## src/rtl/lock_pkg.sv

```systemverilog
package lock_pkg;

   localparam int STATE_W     = 3;
   localparam int BTN_W       = 3;
   localparam int ADDR_W      = STATE_W + BTN_W;
   localparam int TABLE_DEPTH = 1 << ADDR_W;
   localparam int ENTRY_W     = STATE_W + 1;

   // Event bit positions inside the event vector
   localparam int EV_RESTART = 2;
   localparam int EV_ZERO    = 1;
   localparam int EV_ONE     = 0;

   typedef enum logic [STATE_W-1:0] {
      ST_IDLE  = 3'b000,
      ST_GOT1  = 3'b001,
      ST_GOT2  = 3'b010,
      ST_GOT3  = 3'b011,
      ST_OPEN  = 3'b100,
      ST_FAULT = 3'b101
   } lock_state_e;

   typedef logic [ENTRY_W-1:0] lock_entry_t;
   typedef lock_entry_t lock_table_t [TABLE_DEPTH];

   // Transition rule used to fill the lookup table: {next state, open flag}
   function automatic lock_entry_t lock_rule(input logic [STATE_W-1:0] cur,
                                             input logic [BTN_W-1:0]   ev);
      logic [STATE_W-1:0] nxt;
      logic               open_f;
      logic               valid;
      open_f = (cur == ST_OPEN);
      valid  = (cur <= ST_FAULT);
      if (ev[EV_RESTART])
         nxt = ST_IDLE;
      else if (!valid)
         nxt = ST_FAULT;
      else if (ev[EV_ZERO] && ev[EV_ONE])
         nxt = ST_FAULT;
      else if (!ev[EV_ZERO] && !ev[EV_ONE])
         nxt = cur;
      else begin
         case (cur)
            ST_IDLE: nxt = ev[EV_ZERO] ? ST_GOT1 : ST_FAULT;
            ST_GOT1: nxt = ev[EV_ONE]  ? ST_GOT2 : ST_FAULT;
            ST_GOT2: nxt = ev[EV_ONE]  ? ST_GOT3 : ST_FAULT;
            ST_GOT3: nxt = ev[EV_ZERO] ? ST_OPEN : ST_FAULT;
            default: nxt = ST_FAULT;
         endcase
      end
      return {nxt, open_f};
   endfunction

   function automatic lock_table_t build_lock_table();
      lock_table_t t;
      for (int a = 0; a < TABLE_DEPTH; a++) begin
         logic [ADDR_W-1:0] idx;
         idx  = ADDR_W'(a);
         t[a] = lock_rule(idx[ADDR_W-1:BTN_W], idx[BTN_W-1:0]);
      end
      return t;
   endfunction

endpackage

```

## src/rtl/lock_btn_event.sv

```systemverilog
module lock_btn_event #(
   parameter int STAGES = 2
) (
   input  logic clk,
   input  logic rst,
   input  logic btn_raw,
   output logic btn_event
);

   logic [STAGES-1:0] sync_q;
   logic              last_q;

   always_ff @(posedge clk) begin
      if (rst) begin
         sync_q <= '0;
         last_q <= 1'b0;
      end else begin
         sync_q <= {sync_q[STAGES-2:0], btn_raw};
         last_q <= sync_q[STAGES-1];
      end
   end

   assign btn_event = sync_q[STAGES-1] & ~last_q;

endmodule

```

## src/rtl/lock_next_comb.sv

```systemverilog
module lock_next_comb
   import lock_pkg::*;
(
   input  lock_state_e      cur,
   input  logic [BTN_W-1:0] ev,
   output lock_state_e      nxt,
   output logic             open_f
);

   logic go_idle;
   logic both;
   logic z_only;
   logic o_only;
   logic any_digit;

   assign go_idle   = ev[EV_RESTART];
   assign both      = ev[EV_ZERO] & ev[EV_ONE];
   assign z_only    = ev[EV_ZERO] & ~ev[EV_ONE];
   assign o_only    = ev[EV_ONE] & ~ev[EV_ZERO];
   assign any_digit = ev[EV_ZERO] | ev[EV_ONE];

   always_comb begin
      open_f = 1'b0;
      case (cur)
         ST_IDLE:  nxt = z_only ? ST_GOT1 : (any_digit ? ST_FAULT : ST_IDLE);
         ST_GOT1:  nxt = o_only ? ST_GOT2 : (any_digit ? ST_FAULT : ST_GOT1);
         ST_GOT2:  nxt = o_only ? ST_GOT3 : (any_digit ? ST_FAULT : ST_GOT2);
         ST_GOT3:  nxt = z_only ? ST_OPEN : (any_digit ? ST_FAULT : ST_GOT3);
         ST_OPEN: begin
            open_f = 1'b1;
            nxt    = any_digit ? ST_FAULT : ST_OPEN;
         end
         ST_FAULT: nxt = ST_FAULT;
         default:  nxt = ST_FAULT;
      endcase
      if (both && (cur != ST_FAULT))
         nxt = ST_FAULT;
      if (go_idle)
         nxt = ST_IDLE;
   end

endmodule

```

## src/rtl/lock_next_table.sv

```systemverilog
module lock_next_table
   import lock_pkg::*;
(
   input  lock_state_e      cur,
   input  logic [BTN_W-1:0] ev,
   output lock_state_e      nxt,
   output logic             open_f
);

   localparam lock_table_t TABLE = build_lock_table();

   logic [ADDR_W-1:0] addr;
   lock_entry_t       entry;

   assign addr   = {cur, ev};
   assign entry  = TABLE[addr];
   assign nxt    = lock_state_e'(entry[ENTRY_W-1:1]);
   assign open_f = entry[0];

endmodule

```

## src/rtl/seq_lock_top.sv

```systemverilog
module seq_lock_top
   import lock_pkg::*;
#(
   parameter int SYNC_STAGES = 2,
   parameter int USE_TABLE   = 0
) (
   input  logic clk,
   input  logic rst,
   input  logic btn_start_i,
   input  logic btn_zero_i,
   input  logic btn_one_i,
   output logic unlock_o
);

   if (SYNC_STAGES < 2) begin : g_bad_sync
      $error("seq_lock_top: SYNC_STAGES must be at least 2");
   end
   if ((USE_TABLE != 0) && (USE_TABLE != 1)) begin : g_bad_variant
      $error("seq_lock_top: USE_TABLE must be 0 or 1");
   end

   logic [BTN_W-1:0] btn_raw;
   logic [BTN_W-1:0] ev;
   lock_state_e      state_q;
   lock_state_e      state_d;
   logic             open_f;

   assign btn_raw[EV_RESTART] = btn_start_i;
   assign btn_raw[EV_ZERO]    = btn_zero_i;
   assign btn_raw[EV_ONE]     = btn_one_i;

   for (genvar g = 0; g < BTN_W; g++) begin : g_btn
      lock_btn_event #(.STAGES(SYNC_STAGES)) i_event (
         .clk       (clk),
         .rst       (rst),
         .btn_raw   (btn_raw[g]),
         .btn_event (ev[g])
      );
   end

   if (USE_TABLE == 1) begin : g_table
      lock_next_table i_next (
         .cur    (state_q),
         .ev     (ev),
         .nxt    (state_d),
         .open_f (open_f)
      );
   end else begin : g_comb
      lock_next_comb i_next (
         .cur    (state_q),
         .ev     (ev),
         .nxt    (state_d),
         .open_f (open_f)
      );
   end

   always_ff @(posedge clk) begin
      if (rst)
         state_q <= ST_IDLE;
      else
         state_q <= state_d;
   end

   assign unlock_o = open_f;

endmodule

```

## config.mk

```make
export PLATFORM = sky130hd
export DESIGN_NAME = seq_lock_top
export DESIGN_NICKNAME = d
export VERILOG_FILES = /design/src/rtl/lock_pkg.sv /design/src/rtl/lock_btn_event.sv /design/src/rtl/lock_next_comb.sv /design/src/rtl/lock_next_table.sv /design/src/rtl/seq_lock_top.sv
export SDC_FILE = /design/constraint.sdc
export NUM_CORES = 1
export LEC_CHECK = 0
export BUFFER_PORTS_ARGS = -buffer_cell sky130_fd_sc_hd__buf_2
export CORE_AREA = 2 2 39 41
export CTS_BUF_LIST = sky130_fd_sc_hd__clkbuf_8
export DETAILED_ROUTE_END_ITERATION = 12
export DIE_AREA = 0 0 41 43
export GPL_TIMING_DRIVEN = 0
export PLACE_DENSITY_LB_ADDON = 0.1
export SYNTH_ARGS = -nofsm -noshare
export SYNTH_HDL_FRONTEND = slang
export SYNTH_HIERARCHICAL = 1
export SYNTH_SLANG_ARGS = --single-unit
```

## constraint.sdc

```tcl
create_clock -name clk -period 1.9 [get_ports clk]
set_clock_uncertainty 0.1 [all_clocks]
set_input_delay 0.285 -clock clk [delete_from_list [all_inputs] [get_ports clk]]
set_output_delay 0.285 -clock clk [all_outputs]
set_load 0.1 [all_outputs]
```

# Word level (Yosys, flattened, before mapping)

Cells that the tools add are included.

Bits in registers: 12
Input bits: 5
Word-level logic and storage cells: 41

Equal/unequal tests: 5
Muxes and demuxes: 12
Bitwise gates (word level): 12
Reduce and logical (&&, ||, !) cells: 4

Operators by type and width:

| operator             | count |
|---|---|
| $mux W3              | 9 |
| $pmux W3 S5          | 1 |
| $and A1 B1 Y1        | 6 |
| $eq A3 B2 Y1 const B | 2 |
| $not A1 Y1           | 5 |
| $eq A3 B1 Y1 const B | 1 |
| $eq A3 B3 Y1 const B | 1 |
| $logic_not A3 Y1     | 1 |
| $ne A3 B3 Y1 const B | 1 |
| $reduce_or A3 Y1     | 1 |
| $mux W1              | 2 |
| $reduce_or A2 Y1     | 1 |
| $logic_and A1 B1 Y1  | 1 |
| $or A1 B1 Y1         | 1 |

# Logic depth before layout (Yosys ltp)

Gate-level depths: netlist of run 1.

Word-level depth: 7
Gate-level depth with buffers: 5
Depth with buffers taken out: 5

# Cells and area by module

Netlist of run 1, hierarchy kept.

By module, submodules not included:

| module         | times used | cells each | area an instance (sq um) |
|---|---|---|---|
| lock_btn_event | 3          | 7          | 87.6 |
| lock_next_comb | 1          | 15         | 93.8 |
| seq_lock_top   | 1          | 6          | 78.8 |

# Worst setup path after synthesis of run 1

No wires, ideal clock.

Path type: reg-to-output
Start: reg state_q[1]
End: out unlock_o
Arrival time: 2.457 ns
Required time: 1.515 ns
Slack: -0.942 ns
Stages on the path, launching flop included: 3
Buffers on the path: 1
Cells stage by stage: dfxtp_1 -> buf_2 -> nor3_1

Longest elaborated chain between the ends: 2

RTL lines:

| item                     | line                 | RTL |
|---|---|---|
| start: declaration       | seq_lock_top.sv:24   | `lock_state_e state_q;` |
| start signal: assignment | seq_lock_top.sv:61   | `state_q <= state_d;` |
| $eq A3 B3 Y1             | lock_next_comb.sv:24 | `case (cur)` |
| $mux W1                  | lock_next_comb.sv:24 |  |
| end: declaration         | seq_lock_top.sv:12   | `output logic unlock_o` |

No other way between the ends.

# Final worst setup path of run 1

Start: reg state_q[2]
End: out unlock_o

The elaborated chain is that of the path after synthesis.

==> impl_metrics.json, run 1 <==
{
  "area_growth_syn_to_layout_pct": 25.6,
  "fin_crit_ns": 1.63,
  "clk_pin_slew_ns": 0.05,
  "clock_latency_ns": 0.23,
  "rows": 14,
  "cts_resized": 0,
  "grt_max_degree": 13,
  "status": "finished clean",
  "yosysTopAreaCellShare_pct": 55.2,
  "gp_congestion": 0.659,
  "cts-htree-levels": 1,
  "netlist_area_sq_um": 435,
  "worst-path-max-fanout": 3,
  "ys_seq_area_share_pct": 55.2,
  "synth_seq_cells": 12,
  "antenna_found_initial": 0,
  "endpoint_kind": "output pin",
  "hold_class": "primary input to flop",
  "reg2reg_to": "state_q[0]",
  "antenna_left": 0,
  "vias": 299,
  "period_share_pct": 86.0,
  "numClockSinks": 12,
  "setup_tns_ns": 0,
  "whs_endpoint": "g_btn[0].i_event/sync_q[0]",
  "critPathRequiredTime_ns": 1.51,
  "yosysUniqueCellTypes": 16,
  "wirelength_um": 661,
  "cts-hold-fix-buffers": 0,
  "slew_headroom_pct": 68.0,
  "reg2reg_depth": 5,
  "p_per_area_nw_per_um2": 1050,
  "grt_pass1_wl_um": 1150,
  "grt_use_total_pct": 9.91,
  "die_x_um": 41,
  "grt-ovfl-total": 0,
  "synth_top_area_cell": "dfxtp_1",
  "setup_viol": 0,
  "cap_violations": 0,
  "start_util_pct": 31.5,
  "numCtsBuffers": 3,
  "place_hpwl_um": 494,
  "die_h_um": 43,
  "r2r-start": "g_btn[0].i_event/sync_q[1]",
  "hold-path-cell-count": 2,
  "port_buffers": 5,
  "die_area_sq_um": 1760,
  "grt_pass1_vias": 306,
  "clk_path_buf_depth": 2,
  "cellLeakagePower_nw": 0.214,
  "syn_nets": 47,
  "layout-drive-gt1-share_pct": 27.5,
  "wire_per_inst_um": 9.87,
  "vdd_drop_max_mv": 0.713,
  "ioPinCount": 6,
  "vias_per_cell": 4.46,
  "cts_root_buffer": "clkbuf_8",
  "power_mw": 0.573,
  "fmax_mhz": 612,
  "path_class": "flop to output pin",
  "core_sq_um": 1380,
  "cts_tree": "done",
  "layout_common_cells": "12 x nor2b_1, 12 x dfxtp_1, 6 x buf_2, 4 x clkbuf_8, 3 x nor2b_2",
  "hp-start": "btn_one_i",
  "first_pass_iters": 1,
  "r2r_slack_ns": 0.52,
  "synthCells": 42,
  "rsz0062_at_grt": "false",
  "drcViolationCount": 0,
  "nNetsFinal": 57,
  "worst_pin_slew_ns": 0.484,
  "crit_arrival_ns": 1.25,
  "post_cts_buffers": 0,
  "ys.warnings.count": 6,
  "slew_violations": 0,
  "antenna_cells": 0,
  "ys_top_cells_by_area": "dfxtp_1 55%, nor2b_1 17%, nor2b_2 6.0%, nor4_1 2.9%, nand4b_1 2.0%",
  "worstSetupStartpointType": "flop",
  "synth.avg_cell_area_sq_um": 10.4,
  "finalHoldViolations": 0,
  "initialDrtViolationCount": 0
}
==> report_power, final <==
part	internal (mW)	total, mW	switching (mW)
sequential	0.262	0.266	0.00413
combinational	0.0172	0.0392	0.0220
clock	0.182	0.267	0.0852
total	0.461	0.573	0.111
==> cells in the mapped netlist, drive strengths merged <==
cell type and instances:
nor4 2, nand2 2, dfxtp 12, xnor2 1
xor2 1, a31oi 1, inv 1, a211oi 1
nand4b 1, nor3 1, o21ai 1, o311ai 1
nor2b 15, buf 1, or3 1
==> layout make-up <==
cell class | count | area [sq um]
Clock buffer | 4 | 55.1
Fill cell | 140 | 837
Timing Repair Buffer | 5 | 25.0
Sequential cell | 12 | 240
Buffer | 1 | 5.00
Inverter | 1 | 3.75
Multi-Input combinational cell | 28 | 198
Tap cell | 16 | 20.0
==> stage by stage <==
stage               cell area (sq um)  setup slack (ns)  hold WS, ns  util, %  std cells
floorplan                         447             0.326        0.257        -         42
global placement                  492             0.525        0.324     35.5         63
detailed placement                492             0.509        0.323     35.5         63
CTS                               547             0.250        0.157     39.5         67
global route                      547             0.214        0.158     39.5         67
finish                            547             0.266        0.160     39.5         67
==> sequential cells by signal (all words and copies together) (netlist names) <==
| register | count |
|---|---|
| state_q | 3 |
| g_btn.i_event/sync_q | 6 |
| g_btn.i_event/last_q | 3 |
==> critical path, stage by stage (launching register included) <==
cell and delay (ns):
dfxtp_1 0.32, inv_1 0.09, nor3_4 0.17, buf_2 0.44
==> cells by family after synthesis <==
group                  after synthesis  share of synthesized area [%]
AO/OA/AOI/OAI                        4                           6.32
XOR/XNOR                             2                           4.02
AND/OR/NAND/NOR                     22                           32.5
buffers and inverters                2                           2.01
flip-flops                          12                           55.2
==> layer usage <==
| layer | GRT usage [%] | wire length [um] | up-vias |
|---|---|---|---|
| met5 | 0 | 0 | - |
| met4 | 2.00 | 0 | 0 |
| met3 | 7.85 | 48 | 0 |
| met2 | 17.2 | 342 | 8 |
| met1 | 8.22 | 271 | 134 |
| li1 | - | - | 157 |
==> how the worst max path moves through the flow <==
stage	endpoint	cells after the start	from
floorplan	unlock_o	2	state_q[2]
global placement	unlock_o	3	state_q[2]
detailed placement	unlock_o	3	state_q[2]
CTS	unlock_o	3	state_q[2]
global route	unlock_o	3	state_q[2]
finish	unlock_o	3	state_q[2]
Power figures use the tool's default switching activity.
==> run 2, diff against run 1 <==
REMOVE_ABC_BUFFERS = 1   (was not set)
SYNTH_HIERARCHICAL = not set   (was 1)
==> run 2 against run 1 <==
Clock-buffer cell count decreased by 1. Global-route usage decreased by 0.27 points. Area after synthesis decreased by 2.9%. Die area unchanged. Power decreased by 8.2%. Critical endpoint unchanged. Sequential share of layout area increased by 3.2 points. Cell area decreased by 6.9%.
==> impl_metrics.json, run 2 <==
{
  "status": "finished clean",
  "fin_crit_ns": 1.68,
  "crit_chain": "nor2_1, and2_1, buf_2",
  "initialDrtViolationCount": 0,
  "ff_latch_area_sq_um": 240,
  "hold-path-cell-count": 2,
  "synth.avg_cell_area_sq_um": 10.8,
  "crit_arrival_ns": 1.29,
  "slowest_delay_ns": 0.41,
  "worst-path-max-fanout": 5,
  "p_switching_mw": 0.107,
  "synthTopCellsByCount": "12 x dfxtp_1, 9 x nor2b_1, 3 x nor2_1, 2 x a211oi_1, 2 x nand2b_1",
  "period_share_pct": 88.3,
  "cap_violations": 0,
  "worst_pin_slew_ns": 0.485,
  "largest_register_ffs": 6,
  "first_pass_iters": 1,
  "wirelength_um": 606,
  "dr_wl_met2_um": 284,
  "clk_path_buf_depth": 2,
  "reg2reg_depth": 4,
  "synth_edf_count": 0,
  "grt_pass1_vias": 288,
  "clk_pin_slew_ns": 0.05,
  "top_regs": "g_btn.i_event.sync_q: 6 flops, g_btn.i_event.last_q: 3 flops, state_q: 3 flops",
  "gp_congestion": 0.565,
  "start_util_pct": 30.6,
  "crit_path_top_delay_cell": "buf_2",
  "synthCells": 39,
  "fill_cells": 143,
  "yosysTopAreaCellShare_pct": 56.8,
  "drcViolationCount": 0,
  "core_sq_um": 1380,
  "grt_max_degree": 11,
  "clock_latency_ns": 0.23,
  "cts-hold-fix-buffers": 0,
  "post_dp_cell_area_sq_um": 468,
  "numClockSinks": 12,
  "clockPowerShare_pct": 41.3,
  "crit_cells": 3,
  "slew_headroom_pct": 67.9,
  "multiInputGateArea_sq_um": 179,
  "layout-drive-gt1-share_pct": 23.4,
  "cellLeakagePower_nw": 0.205,
  "route.met3.wl_um": 41,
  "p_seq_share_pct": 51.3,
  "worst-path-buf-inv": 1,
  "slew_violations": 0,
  "synth_flop_cell": "dfxtp_1",
  "wire_per_inst_um": 9.62,
  "endpoint_kind": "output pin",
  "netlist_area_sq_um": 423,
  "routed.top_layer": "met4",
  "antenna_found_initial": 0,
  "pre_cts_ws_ns": 0.461,
  "synth_top_area_cell": "dfxtp_1",
  "nNetsFinal": 54,
  "die_x_um": 41,
  "ys_seq_area_share_pct": 56.8,
  "post_cts_buffers": 0,
  "rsz0062_at_grt": "false",
  "vias": 279,
  "cts_tree": "done",
  "area_growth_syn_to_layout_pct": 20.4,
  "layout_common_cells": "12 x dfxtp_1, 9 x nor2b_1, 5 x buf_2, 3 x nor2_1, 3 x clkbuf_8",
  "grt-ovfl-total": 0,
  "combPwrFrac_pct": 7.4,
  "hold_class": "primary input to flop",
  "grt_pass1_wl_um": 1080,
  "layout_commonest_cell": "dfxtp_1",
  "layout_setup_ws_ns": 0.222,
  "stdcell_area_sq_um": 509,
  "antenna_cells": 0,
  "path_class": "flop to output pin",
  "ys.warnings.count": 0,
  "finalHoldViolations": 0,
  "critPathRequiredTime_ns": 1.51,
  "cts_resized": 0,
  "rows": 14,
  "timing.hold.ws_ns": 0.168,
  "grt_use_total_pct": 9.63,
  "vias_per_cell": 4.43,
  "synthMostInstantiatedCell": "dfxtp_1",
  "synth_seq_cells": 12,
  "die_h_um": 43,
  "cts-htree-levels": 1,
  "numCtsBuffers": 3,
  "cpLargestDelayFamily": "buffers and inverters",
  "p_per_area_nw_per_um2": 1030,
  "die_area_sq_um": 1760,
  "final_core_util_pct": 36.8,
  "setup_tns_ns": 0,
  "ys_top_cells_by_area": "dfxtp_1 57%, nor2b_1 13%, a211oi_1 3.6%, nor4b_2 3.6%, nor2b_4 3.3%",
  "setup_viol": 0,
  "p_int_mw": 0.418,
  "switching_share_pct": 20.4,
  "ioPinCount": 6,
  "regMostFlops": "g_btn.i_event.sync_q",
  "fmax_mhz": 596,
  "port_buffers": 5,
  "synth-async-reset-ratio_pct": 0,
  "worstSetupStartpointType": "flop",
  "yosysUniqueCellTypes": 16,
  "vdd_drop_max_mv": 0.548,
  "antenna_left": 0,
  "cts_root_buffer": "clkbuf_8",
  "met1Wirelength_um": 263
}
-- run 2: per-stage QoR --
stage | total power [mW] | std cells
finish | 0.526 | 63
detailed placement | 0.314 | 60
global route | 0.548 | 63
floorplan | 0.302 | 39
global placement | 0.312 | 60
CTS | 0.537 | 63
-- run 2: cell type report --
type                    instances  share of cell area, %
clock buffers                   3                   8.11
inverters                       1                  0.737
multi-input cells              26                   35.1
flip-flops and latches         12                   47.2
well taps                      16                   3.93
repair buffers                  5                   4.91
-- run 2: final timing paths --
kind                               from                          to  slack, ns
max                          state_q[1]                    unlock_o       0.22
min reg2reg  g_btn[0].i_event.sync_q[0]  g_btn[0].i_event.sync_q[1]       0.34
max reg2reg  g_btn[0].i_event.sync_q[1]                  state_q[1]       0.74
min                           btn_one_i  g_btn[0].i_event.sync_q[0]       0.17
-- run 2: power by group through the flow --
stage | logic [mW] | registers, mW | clock network, mW
2_1_floorplan | 0.0292 | 0.273 | 0
3_3_place_gp | 0.0379 | 0.274 | 0
3_5_place_dp | 0.0394 | 0.274 | 0
4_1_cts | 0.0396 | 0.270 | 0.228
5_1_grt | 0.0434 | 0.271 | 0.234
6_report | 0.0387 | 0.270 | 0.217
-- run 2: routing by layer --
metal	global-route usage, %	up-vias
met4	8.00	0
met3	4.71	3
met2	13.8	9
met5	0	-
met1	9.97	121
li1	-	146
-- run 2: worst register-to-register path: cells and delay by family, from the launching register on --
family | cells | cell delay, ns
xor+xnor | 1 | 0.15
simple gates | 3 | 0.51
flops | 1 | 0.32
-- run 2: logic make-up after synthesis --
kind of cell,synth area share (%)
compound gates,9.17
xor+xnor,2.07
buf+inv,0.887
flops,56.8
simple gates,31.1
